$ cat src/rtl/lvw_pkg.sv
package lvw_pkg;
  localparam int REG_W    = 8;
  localparam int FLAG_BIT = 7;
  localparam int ACK_BIT  = 6;
  localparam int DET_BIT  = 5;
  localparam int WARN_BIT = 4;
  localparam int RSV_MSB  = 3;
endpackage

$ cat src/rtl/lvw_sync.sv
module lvw_sync #(
  parameter int STAGES = 2
) (
  input  logic clk,
  input  logic rst_n,
  input  logic d_i,
  output logic q_o
);
  localparam int LAST = STAGES - 1;
  logic [LAST:0] shreg;

  always_ff @(posedge clk or negedge rst_n) begin
    if (!rst_n) shreg <= '0;
    else        shreg <= {shreg[LAST-1:0], d_i};
  end

  assign q_o = shreg[LAST];
endmodule

$ cat src/rtl/lvw_flag.sv
module lvw_flag (
  input  logic clk,
  input  logic rst_n,
  input  logic set_i,
  input  logic ack_i,
  output logic flag_o
);
  always_ff @(posedge clk or negedge rst_n) begin
    if (!rst_n)     flag_o <= 1'b0;
    else if (set_i) flag_o <= 1'b1;
    else if (ack_i) flag_o <= 1'b0;
  end

  // an active condition always leaves the flag high
  p_set_wins_r5: assert property (@(posedge clk) disable iff (!rst_n)
    set_i |=> flag_o);
  // sticky without acknowledge
  p_sticky_r3: assert property (@(posedge clk) disable iff (!rst_n)
    (flag_o && !ack_i) |=> flag_o);
  // acknowledge clears when the condition is gone
  p_ack_clear_r4: assert property (@(posedge clk) disable iff (!rst_n)
    (ack_i && !set_i) |=> !flag_o);
  // the flag only rises from a set condition
  p_rise_cause_r3: assert property (@(posedge clk) disable iff (!rst_n)
    $rose(flag_o) |-> $past(set_i));
endmodule

$ cat src/rtl/lvw_trip_sel.sv
module lvw_trip_sel (
  input  logic clk,
  input  logic por_n,
  input  logic load_i,
  input  logic det_d,
  input  logic warn_d,
  output logic det_o,
  output logic warn_o
);
  always_ff @(posedge clk or negedge por_n) begin
    if (!por_n) begin
      det_o  <= 1'b0;
      warn_o <= 1'b0;
    end else if (load_i) begin
      det_o  <= det_d;
      warn_o <= warn_d;
    end
  end

  // a load takes both select bits
  p_load_r6: assert property (@(posedge clk) disable iff (!por_n)
    load_i |=> (det_o == $past(det_d)) && (warn_o == $past(warn_d)));
  // no load, no change
  p_hold_r8: assert property (@(posedge clk) disable iff (!por_n)
    !load_i |=> $stable({det_o, warn_o}));
endmodule

$ cat src/rtl/lvw_status_reg.sv
module lvw_status_reg
  import lvw_pkg::*;
#(
  parameter int                ADDR_W      = 8,
  parameter logic [ADDR_W-1:0] REG_ADDR    = 8'h3C,
  parameter int                SYNC_STAGES = 2
) (
  input  logic              clk,
  input  logic              por_n,
  input  logic              sys_rst_n,
  input  logic              below_warn_i,
  input  logic              reg_en,
  input  logic              reg_wr,
  input  logic [ADDR_W-1:0] reg_addr,
  input  logic [REG_W-1:0]  reg_wdata,
  output logic [REG_W-1:0]  reg_rdata,
  output logic              warn_sel_o,
  output logic              detect_sel_o
);
  logic any_rst_n;
  logic hit, wr_hit, rd_hit, ack;
  logic below_s, flag;
  logic unused_wbits;

  assign any_rst_n    = por_n & sys_rst_n;
  assign hit          = reg_en && (reg_addr == REG_ADDR);
  assign wr_hit       = hit && reg_wr;
  assign rd_hit       = hit && !reg_wr;
  assign ack          = wr_hit && reg_wdata[ACK_BIT];
  assign unused_wbits = ^{reg_wdata[FLAG_BIT], reg_wdata[RSV_MSB:0]};

  lvw_sync #(.STAGES(SYNC_STAGES)) u_sync (
    .clk   (clk),
    .rst_n (any_rst_n),
    .d_i   (below_warn_i),
    .q_o   (below_s)
  );

  lvw_flag u_flag (
    .clk    (clk),
    .rst_n  (any_rst_n),
    .set_i  (below_s),
    .ack_i  (ack),
    .flag_o (flag)
  );

  lvw_trip_sel u_sel (
    .clk    (clk),
    .por_n  (por_n),
    .load_i (wr_hit),
    .det_d  (reg_wdata[DET_BIT]),
    .warn_d (reg_wdata[WARN_BIT]),
    .det_o  (detect_sel_o),
    .warn_o (warn_sel_o)
  );

  always_comb begin
    reg_rdata = '0;
    if (rd_hit) begin
      reg_rdata[FLAG_BIT] = flag;
      reg_rdata[DET_BIT]  = detect_sel_o;
      reg_rdata[WARN_BIT] = warn_sel_o;
    end
  end

  // bus cycles that miss the address leave the selects alone
  p_miss_keeps_sel_r8: assert property (@(posedge clk) disable iff (!por_n)
    !(reg_en && reg_wr && reg_addr == REG_ADDR) |=> $stable({detect_sel_o, warn_sel_o}));
  // reserved and strobe positions never read as 1
  p_zero_bits_r7: assert property (@(posedge clk) disable iff (!por_n)
    (reg_rdata[ACK_BIT] == 1'b0) && (reg_rdata[RSV_MSB:0] == '0));
endmodule

$ cat config.mk
export PLATFORM = sky130hd
export DESIGN_NAME = lvw_status_reg
export DESIGN_NICKNAME = d
export VERILOG_FILES = /design/src/rtl/lvw_pkg.sv /design/src/rtl/lvw_sync.sv /design/src/rtl/lvw_flag.sv /design/src/rtl/lvw_trip_sel.sv /design/src/rtl/lvw_status_reg.sv
export SDC_FILE = /design/constraint.sdc
export NUM_CORES = 1
export LEC_CHECK = 0
export CORE_AREA = 8 8 45 47
export DETAILED_ROUTE_END_ITERATION = 10
export DIE_AREA = 0 0 53 55
export PLACE_DENSITY = 0.65
export SLEW_MARGIN = 25
export SYNTH_ARGS = -nofsm -noshare
export SYNTH_HDL_FRONTEND = slang
export SYNTH_HIERARCHICAL = 1
export SYNTH_SLANG_ARGS = --single-unit
$ cat constraint.sdc
create_clock -name clk -period 3.5 [get_ports clk]
set_clock_uncertainty 0.05 [all_clocks]
set_input_delay 1.05 -clock clk [delete_from_list [all_inputs] [get_ports clk]]
set_output_delay 1.05 -clock clk [all_outputs]
set_load 0.01 [all_outputs]
* Word-level counts from Yosys, hierarchy flattened
Cells that the tools add are included.
Storage, ports and cells: latch bits 0, RAM bits 0, memories kept 0, logic and storage cells 16, bits in read-only memories 0, flip-flop bits (word level) 5, input bits 22, output and inout bits 10
Cells by class: $mul 0, eq/ne operators 1, reduce and logical (&&, ||, !) cells 6, shift operators 0, multiplexer cells 4, magnitude comparators 0, divide/modulo/power cells 0, add/subtract/negate cells 0, bitwise logic cells 1
Operator list (number):
- $eq 8x6->1 const B | 1
- $logic_and 1x1->1 | 4
- $mux 1 | 3
- $mux 2 | 1
- $reduce_bool 2->1 | 1
- $and 1x1->1 | 1
- $logic_not 1->1 | 1

* Depth between registers and ports, before layout
Gate-level depths: netlist of run 1.
word-level depth 6, depth in mapped cells 4

* Hierarchy
Netlist of run 1, hierarchy kept.
Modules (own cells, without submodules):
- lvw_status_reg | area each 126.4 um2, cells each 19, instances 1
- lvw_trip_sel | area each 72.6 um2, cells each 4, instances 1
- lvw_sync | area each 50.0 um2, cells each 2, instances 1
- lvw_flag | area each 36.3 um2, cells each 3, instances 1

* Least setup slack after synthesis of run 1
No wires, ideal clock.
path kind input -> output, from in reg_addr[1], to out reg_rdata[4], cell stages on the path 2, data arrival time 1.912 ns, buffers on the path 0, slack 0.488 ns, data required time 2.400 ns, cells stage by stage or4b_4 nor3_1
On the way: word-level cells in the longest chain between the ends 4
Ends and longest elaborated chain:
- start: declaration | line lvw_status_reg.sv:14 | input logic [ADDR_W-1:0] reg_addr,
- $eq 8x6->1 | line lvw_status_reg.sv:26 | assign hit = reg_en && (reg_addr == REG_ADDR);
- $logic_and 1x1->1 | line lvw_status_reg.sv:26
- $logic_and 1x1->1 | line lvw_status_reg.sv:28 | assign rd_hit = hit && !reg_wr;
- $mux 2 | line lvw_status_reg.sv:59 | if (rd_hit) begin
- end: declaration | line lvw_status_reg.sv:16 | output logic [REG_W-1:0] reg_rdata,
No other way between the ends.

* Final worst setup path of run 1
from in reg_addr[0], to out reg_rdata[4]
The elaborated chain is that of the path after synthesis.

==> results of run 1 <==
[power groups by stage]
stage | clock, mW | sequential (mW) | combinational (mW)
final | 0.0661 | 0.0606 | 0.0292
after global routing | 0.0724 | 0.0608 | 0.0317
after CTS | 0.0710 | 0.0607 | 0.0289
after detailed placement | 0 | 0.0616 | 0.0286
after global placement | 0 | 0.0613 | 0.0282
after floorplan | 0 | 0.0616 | 0.0108
[flip-flops by register name, indices dropped and copies added (netlist names)]
| name | count |
|---|---|
| u_sel/warn_o | 1 |
| u_flag/flag_o | 1 |
| u_sync/shreg | 2 |
| u_sel/det_o | 1 |
[cell usage after synthesis, drive strengths merged]
master / count / share of area
buf: 5 / 0.13
dfrtp: 5 / 0.44
nor3: 5 / 0.088
nand3b: 3 / 0.079
mux2: 2 / 0.079
a21o: 1 / 0.026
and2: 1 / 0.022
conb: 1 / 0.013
inv: 1 / 0.013
nand2: 1 / 0.013
nand3: 1 / 0.018
nand4b: 1 / 0.031
or4b: 1 / 0.048
[layout by cell type, fill, tap and decap left out, drive strengths merged]
cell type	synthesis	final
conb	1	5
clkdlybuf4s50	0	18
clkbuf	0	4
nand3b	3	3
buf	5	5
or4b	1	1
inv	1	1
dfrtp	5	5
nand2	1	1
a21o	1	1
mux2	2	2
and2	1	1
nand3	1	1
nand4b	1	1
nor3	5	5
[critical path: stages]
cell and delay, ns:
clkdlybuf4s50_1 0.40, or4b_4 0.59, nor3_2 0.16, buf_2 0.15
[metrics by stage]
| stage | cells | hold slack (ns) | total power, mW | TNS, ns |
|---|---|---|---|---|
| floorplan | 32 | 0.281 | 0.0723 | 0 |
| global placement | 66 | 0.284 | 0.0895 | -1.12 |
| detailed placement | 66 | 0.297 | 0.0902 | -1.15 |
| CTS | 70 | 0.299 | 0.161 | 0 |
| global route | 70 | 0.301 | 0.165 | -0.000231 |
| finish | 70 | 0.297 | 0.156 | 0 |
[what timing repair did]
| item | 4_1_cts | 5_1_grt |
|---|---|---|
| endpoints found under the setup margin | 3 | 2 |
| resized for setup | 13 | 2 |
| pin swaps | 1 | 3 |
| gates cloned | 0 | 0 |
[cell type report]
cell class                      count  share of cell area
Clock buffer                        4              0.0492
Multi-Input combinational cell     21               0.279
Timing Repair Buffer               23               0.393
Sequential cell                     5               0.234
Tap cell                           16              0.0375
Inverter                            1             0.00703
[logic make-up after synthesis]
family | count (synthesis)
buf+inv | 6
simple gates | 13
flops | 5
compound gates | 1
mux | 2
other cells | 1
[path summary, 6_finish.rpt]
check	slack [ns]	endpoint	from	cells after the start
max	0.05	reg_rdata[4]	reg_addr[0]	4
min	0.30	u_sync/shreg[1]	u_sync/shreg[0]	0
max reg2reg	2.67	u_sel/warn_o	u_sel/warn_o	1
min reg2reg	0.30	u_sync/shreg[1]	u_sync/shreg[0]	0
max in group asynchronous	2.11	u_sync/shreg[0]	por_n	2
min in group asynchronous	0.94	u_sel/warn_o	por_n	1
[per-layer routing]
layer  routed length [um]  share of wire  global-route usage
met3                  181           0.20              0.0561
met5                    0              0                   0
met1                  354           0.40              0.0551
met2                  352           0.40              0.0996
met4                    0              0              0.0129
==> metrics.txt, run 1 <==
status=finished, final reports clean; post-synthesis compound-gate area fraction=0.0263; Mapped Area=285 sq um; DRT iter0 DRCs=3; # diodes=0; largest net degree at the start of global routing=6; Ys Warns=6; Die Area=2920 sq um; Routed Antenna Nets=0; count of different cell masters after synthesis=13; Worst Path Arrival=2.35 ns; Die Y=55 um; port buffer count=21; LEAKAGE=0.216 nW; largest family of logic cells by synthesized area=simple AND/OR/NAND/NOR gates; CTS buffer count=3; vias in the first global route=337; Nets=77; post-layout minimum cycle time=3.45 ns; Seq pwr share=0.389; P&R area growth vs syn=87.3%; Worst VDD drop=0.181 mV; first-pass GRT wire length=1.37 mm; CP Launch Type=input port; Sw Share=0.213; Worst Slack Setup Final=0.0519 ns; multi-input combinational cell area=149 sq um; initial antenna violation count=0; average routed wire per standard cell=12.7 um; Post-Place Setup Slack=-0.394 ns; io pins=32; placed inst area=508 sq um; Syn Inst Count=28; Final Hold Vio Count=0; GRT Total Usage=0.0608; sw power=33.3 uW; dpl hpwl=709 um; sequential element share of the synthesized area=0.439; GRT overflow=0; final period utilization=0.985; layout cells sized above 1=0.259; total number of vias=289; Die W=53 um; CP max FO=5; WS Path Type=in2out; PwrDens=292 nW/um^2; xor/xnor share of the synthesized area=0; f_max=290 MHz; Vias/cell=4.13; row count=14; First-pass DRT Iterations=2; CTS sink cnt=5; endpoints failing setup=0; Setup crit end kind=primary output; multiplexer area fraction after synthesis=0.0789; # Post-CTS Setup Buffers=0; Avg Cell Area, Syn=10.2 sq um; Initial Util=0.206; CTS H-tree depth=1; post-synthesis adder-cell area fraction=0; TritonCTS clock tree=done; Design Area, Final=534 sq um; clock slew at reported path FFs=0.05 ns; fill count=151; CP required=2.40 ns; Hold Path Class=reg2reg; Clock Power Share=0.424; maxcap violations=0; max-slew violation count=0; final core utilization=0.386; clock root buffer=clkbuf_4; FF/Latch Area=125 sq um; Skew-Pair Late Insertion Delay=0.24 ns; drt total wl=889 um; simple-gate share of the synthesized area=0.298; Post-CTS Hold Buffers=0; Internal=123 uW; DRC=0; combinational power share=0.187; routability cong.=0.778; Yosys reg bits=5; Core Area=1380 sq um; CTS Buffer Depth=2
Note: power is estimated with default switching activity, not from simulation.
==> inputs of run 2 (changes only) <==
--- a/config.mk
+++ b/config.mk
@@ -6,6 +6,7 @@
 export NUM_CORES = 1
 export LEC_CHECK = 0
 export CORE_AREA = 8 8 45 47
+export CTS_BUF_LIST = sky130_fd_sc_hd__clkbuf_4
 export DETAILED_ROUTE_END_ITERATION = 10
 export DIE_AREA = 0 0 53 55
 export PLACE_DENSITY = 0.65
==> metrics.txt, run 2 (synthesis results as in run 1) <==
WS Path Type=in2out; io pins=32; placed cells=66; final period utilization=0.987; Sw Share=0.200; maxcap violations=0; Die Area=2920 sq um; initial antenna violation count=0; Post-Place Setup Slack=-0.394 ns; Worst path max stage delay=0.59 ns; endpoints failing setup=0; Internal=130 uW; most flop-heavy register=u_sync/shreg; largest net degree at the start of global routing=6; crit-path cells=clkdlybuf4s50_1 > or4b_4 > nor3_2 > buf_2; Seq pwr share=0.372; Final Hold Vio Count=0; drt total wl=867 um; f_max=290 MHz; Setup crit end kind=primary output; total number of vias=287; GRT overflow=0; critical path launch point=reg_addr[0]; Tot Pwr=163 uW; port buffer count=21; CP required=2.40 ns; # diodes=0; sw power=32.7 uW; Nets=77; most frequent cells in the layout=clkdlybuf4s50_1 (18), conb_1 (5), dfrtp_1 (5); post-layout minimum cycle time=3.45 ns; # Post-CTS Setup Buffers=0; CTS Buffer Depth=2; GRT Total Usage=0.0592; Hold Path Class=reg2reg; combinational power share=0.179; status=finished, final reports clean; Vias/cell=4.10; hold path startpoint=u_sync/shreg[0]; Slowest-stage cell, CP=or4b_4; most common cell after layout, fill and taps aside=clkdlybuf4s50_1; vias in the first global route=327; clock slew at reported path FFs=0.04 ns; DRC=0; LEAKAGE=0.219 nW; Worst Slack Setup Final=0.0467 ns; Largest register FFs=2; CTS sink cnt=5; Die W=53 um; DRT iter0 DRCs=5; CP Launch Type=input port; first-pass GRT wire length=1.32 mm; clock root buffer=clkbuf_4; routability cong.=0.778; Routed Antenna Nets=0; Initial Util=0.206; row count=14; average routed wire per standard cell=12.4 um; PwrDens=303 nW/um^2; fill count=149; CTS buffer count=3; Worst VDD drop=0.182 mV; CTS H-tree depth=1; dpl hpwl=709 um; FF-to-FF Start=u_sel/warn_o; Reg2Reg Setup Slack=2.67 ns; layout cells sized above 1=0.278; Core Area=1380 sq um; First-pass DRT Iterations=3; Setup TNS=0 ns; Die Y=55 um; Clock Power Share=0.449; Skew-Pair Late Insertion Delay=0.24 ns; TritonCTS clock tree=done; P&R area growth vs syn=88.6%; Worst Path Arrival=2.35 ns; max-slew violation count=0; CP max FO=5; post-route insts no fill=70
## run 2: cell counts in the layout (fill, tap and decap cells not counted)
Identical to the previous run, type by type.
## run 2: final timing paths
kind | end | cells past startpoint
setup / recovery | reg_rdata[4] | 4
hold / removal | u_sync/shreg[1] | 0
setup reg to reg | u_sel/warn_o | 1
hold reg to reg | u_sync/shreg[1] | 0
max in group asynchronous | u_sync/shreg[0] | 2
min in group asynchronous | u_sel/warn_o | 1
## run 2: what timing repair did
action | CTS | global route
hold buffers | 0 | 0
endpoints found under the setup margin | 3 | 2
pin swaps | 1 | 3
gates resized for setup | 13 | 2
## run 2: power by group through the flow
stage,sequential (mW),clock [mW],combinational [mW]
6_report,0.0606,0.0732,0.0292
5_1_grt,0.0608,0.0802,0.0316
4_1_cts,0.0607,0.0780,0.0289
3_5_place_dp,0.0616,0,0.0286
3_3_place_gp,0.0613,0,0.0282
2_1_floorplan,0.0616,0,0.0108
## run 2: per-stage QoR
stage                     instance area, sq um   util  hold slack, ns
after floorplan                            300      -           0.281
after global placement                     508  0.367           0.284
after detailed placement                   508  0.367           0.297
after CTS                                  528  0.382           0.301
after global routing                       538  0.389           0.301
final                                      538  0.389           0.295
## run 2: final cells by class
cell class                      count  area, sq um  share of cell area
Tap cell                           16         20.0              0.0372
Timing Repair Buffer               23          210               0.391
Sequential cell                     5          125               0.233
Inverter                            1         3.75             0.00698
Multi-Input combinational cell     21          149               0.277
Clock buffer                        4         30.0              0.0558
## run 2: metal layers
metal	routed length, um	GRT usage
met1	360	0.0567
met2	336	0.0938
met3	170	0.0535
met4	0	0.0129
met5	0	0
## run 2: worst max-delay path: cells and delay by family
kind	cells	cell delay (ns)
buffers and inverters	2	0.55
and+or+nand+nor	2	0.75
==> inputs of run 3 (changes only) <==
--- a/config.mk
+++ b/config.mk
@@ -5,11 +5,12 @@
 export SDC_FILE = /design/constraint.sdc
 export NUM_CORES = 1
 export LEC_CHECK = 0
+export ABC_AREA = 1
 export CORE_AREA = 8 8 45 47
 export CTS_BUF_LIST = sky130_fd_sc_hd__clkbuf_4
 export DETAILED_ROUTE_END_ITERATION = 10
 export DIE_AREA = 0 0 53 55
-export PLACE_DENSITY = 0.65
+export PLACE_DENSITY = 0.67
 export SLEW_MARGIN = 25
 export SYNTH_ARGS = -nofsm -noshare
 export SYNTH_HDL_FRONTEND = slang
==> metrics.txt, run 3 <==
status=finished, final reports clean; # diodes=0; Yosys reg bits=5; DRT iter0 DRCs=1; Die Area=2920 sq um; DRC=0; total number of vias=307; Core Area=1380 sq um; port buffer count=21; Synth top area share=0.400; TritonCTS clock tree=done; CP required=2.40 ns; Worst VDD drop=0.167 mV; Nets=92; FF/Latch Area=125 sq um; f_max=304 MHz; Setup crit end kind=primary output; CTS buffer count=3; Final Hold Vio Count=0; average routed wire per standard cell=9.08 um; Vias/cell=3.61; Initial Util=0.226; LEAKAGE=0.304 nW; GRT overflow=0; CTS H-tree depth=1; Avg Cell Area, Syn=6.95 sq um; First-pass DRT Iterations=2; P&R area growth vs syn=74.8%; Worst Path Arrival=2.19 ns; dpl hpwl=679 um; Die W=53 um; placed inst area=520 sq um; Syn Inst Count=45; Routed Antenna Nets=0; Slowest-stage cell, CP=clkdlybuf4s50_1; layout cells sized above 1=0.116; CTS Buffer Depth=2; FFs w/ async S/R, synth=1.00; most frequent cells in the layout=clkdlybuf4s50_1 (18), inv_1 (13), nand2_1 (12); io pins=32; WS Path Type=in2out; fill count=155; vias in the first global route=311; CTS sink cnt=5; Worst path max stage delay=0.46 ns; maxcap violations=0; post-layout minimum cycle time=3.29 ns; most common cell in the netlist=inv_1; Skew-Pair Late Insertion Delay=0.24 ns; PwrDens=296 nW/um^2; Hold Path Class=reg2reg; routability cong.=0.723; clock root buffer=clkbuf_4; ranking of synthesized cells by area=dfrtp_1 (40%), inv_1 (16%), nand2_1 (14%), buf_4 (12%), nor2_2 (6.0%); endpoints failing setup=0; multi-input combinational cell area=116 sq um; CP max FO=3; clock slew at reported path FFs=0.04 ns; final core utilization=0.395; most flop-heavy register=u_sync/shreg; Ys Warns=6; count of different cell masters after synthesis=9; drt total wl=772 um; Post-synth EDFFs=0; Setup TNS=0 ns; Mapped Area=313 sq um; initial antenna violation count=0; RSZ-0062 raised after global routing=false; CP Launch Type=input port; Post-CTS Hold Buffers=0; Design Area, Final=547 sq um; most frequent cells after synthesis=inv_1 (13), nand2_1 (12), buf_4 (5), dfrtp_1 (5), nor2_1 (4); max-slew violation count=0; row count=14; Largest register FFs=2; sequential element share of the synthesized area=0.400; final period utilization=0.940; Die Y=55 um; first-pass GRT wire length=1.26 mm; Yosys top cell by area=dfrtp_1; crit-path cells=clkdlybuf4s50_1 > nand2_1 > nor2_2 > nand4_2 > nor2_1 > dlygate4sd2_1; largest net degree at the start of global routing=4; Primary FF master, synth=dfrtp_1; most common cell after layout, fill and taps aside=clkdlybuf4s50_1; GRT Total Usage=0.0615
## run 3: path summary, 6_finish.rpt
path / from / end / slack, ns / cells past startpoint
max: reg_addr[5] / reg_rdata[7] / 0.21 / 6
min: u_sync/shreg[0] / u_sync/shreg[1] / 0.29 / 0
max reg2reg: u_sel/warn_o / u_sel/warn_o / 2.84 / 2
min reg2reg: u_sync/shreg[0] / u_sync/shreg[1] / 0.29 / 0
max in group asynchronous: por_n / u_flag/flag_o / 2.16 / 3
min in group asynchronous: por_n / u_sel/warn_o / 0.94 / 1
## run 3: stage by stage
| stage | hold WS, ns | power [mW] | worst slack (ns) | std cells |
|---|---|---|---|---|
| final | 0.295 | 0.162 | 0.210 | 85 |
| after global routing | 0.301 | 0.175 | 0.109 | 85 |
| after CTS | 0.299 | 0.167 | 0.189 | 85 |
| after detailed placement | 0.289 | 0.0898 | -0.0754 | 81 |
| after global placement | 0.283 | 0.0893 | -0.0735 | 81 |
| after floorplan | 0.281 | 0.0734 | 0.892 | 49 |
## run 3: cell type report
cell class / instances / area share
repair buffers: 21 / 0.378
flip-flops and latches: 5 / 0.229
multi-input cells: 26 / 0.213
inverters: 13 / 0.0892
clock buffers: 4 / 0.0549
well taps: 16 / 0.0366
## run 3: repair_timing
| action | CTS | global route |
|---|---|---|
| gates resized for setup | 3 | 0 |
| setup buffers | 0 | 0 |
| endpoints found under the setup margin | 3 | 0 |
## run 3: report_power, final
part,internal (mW),leakage (nW),switching (mW)
clock,0.0507,0.0184,0.0220
sequential,0.0598,0.0625,0.000704
combinational,0.0184,0.223,0.00993
total,0.129,0.304,0.0326
## run 3: logic make-up after synthesis
group / count (synthesis) / synth area share
AND/OR/NAND/NOR: 21 / 0.312
buffers and inverters: 18 / 0.276
flip-flops: 5 / 0.400
other: 1 / 0.0120
## run 3: critical path: cells and delay by family
family                 cells  cell delay (ns)
buffers and inverters      2             0.74
AND/OR/NAND/NOR            4             0.40
## run 3: per-layer routing
metal  part of all wire  track usage  vias up
met5                  0            0        -
met4             0.0052       0.0647        0
met3               0.16       0.0401        2
met2               0.44       0.0859       17
met1               0.40       0.0586      123
li1                   -            -      165
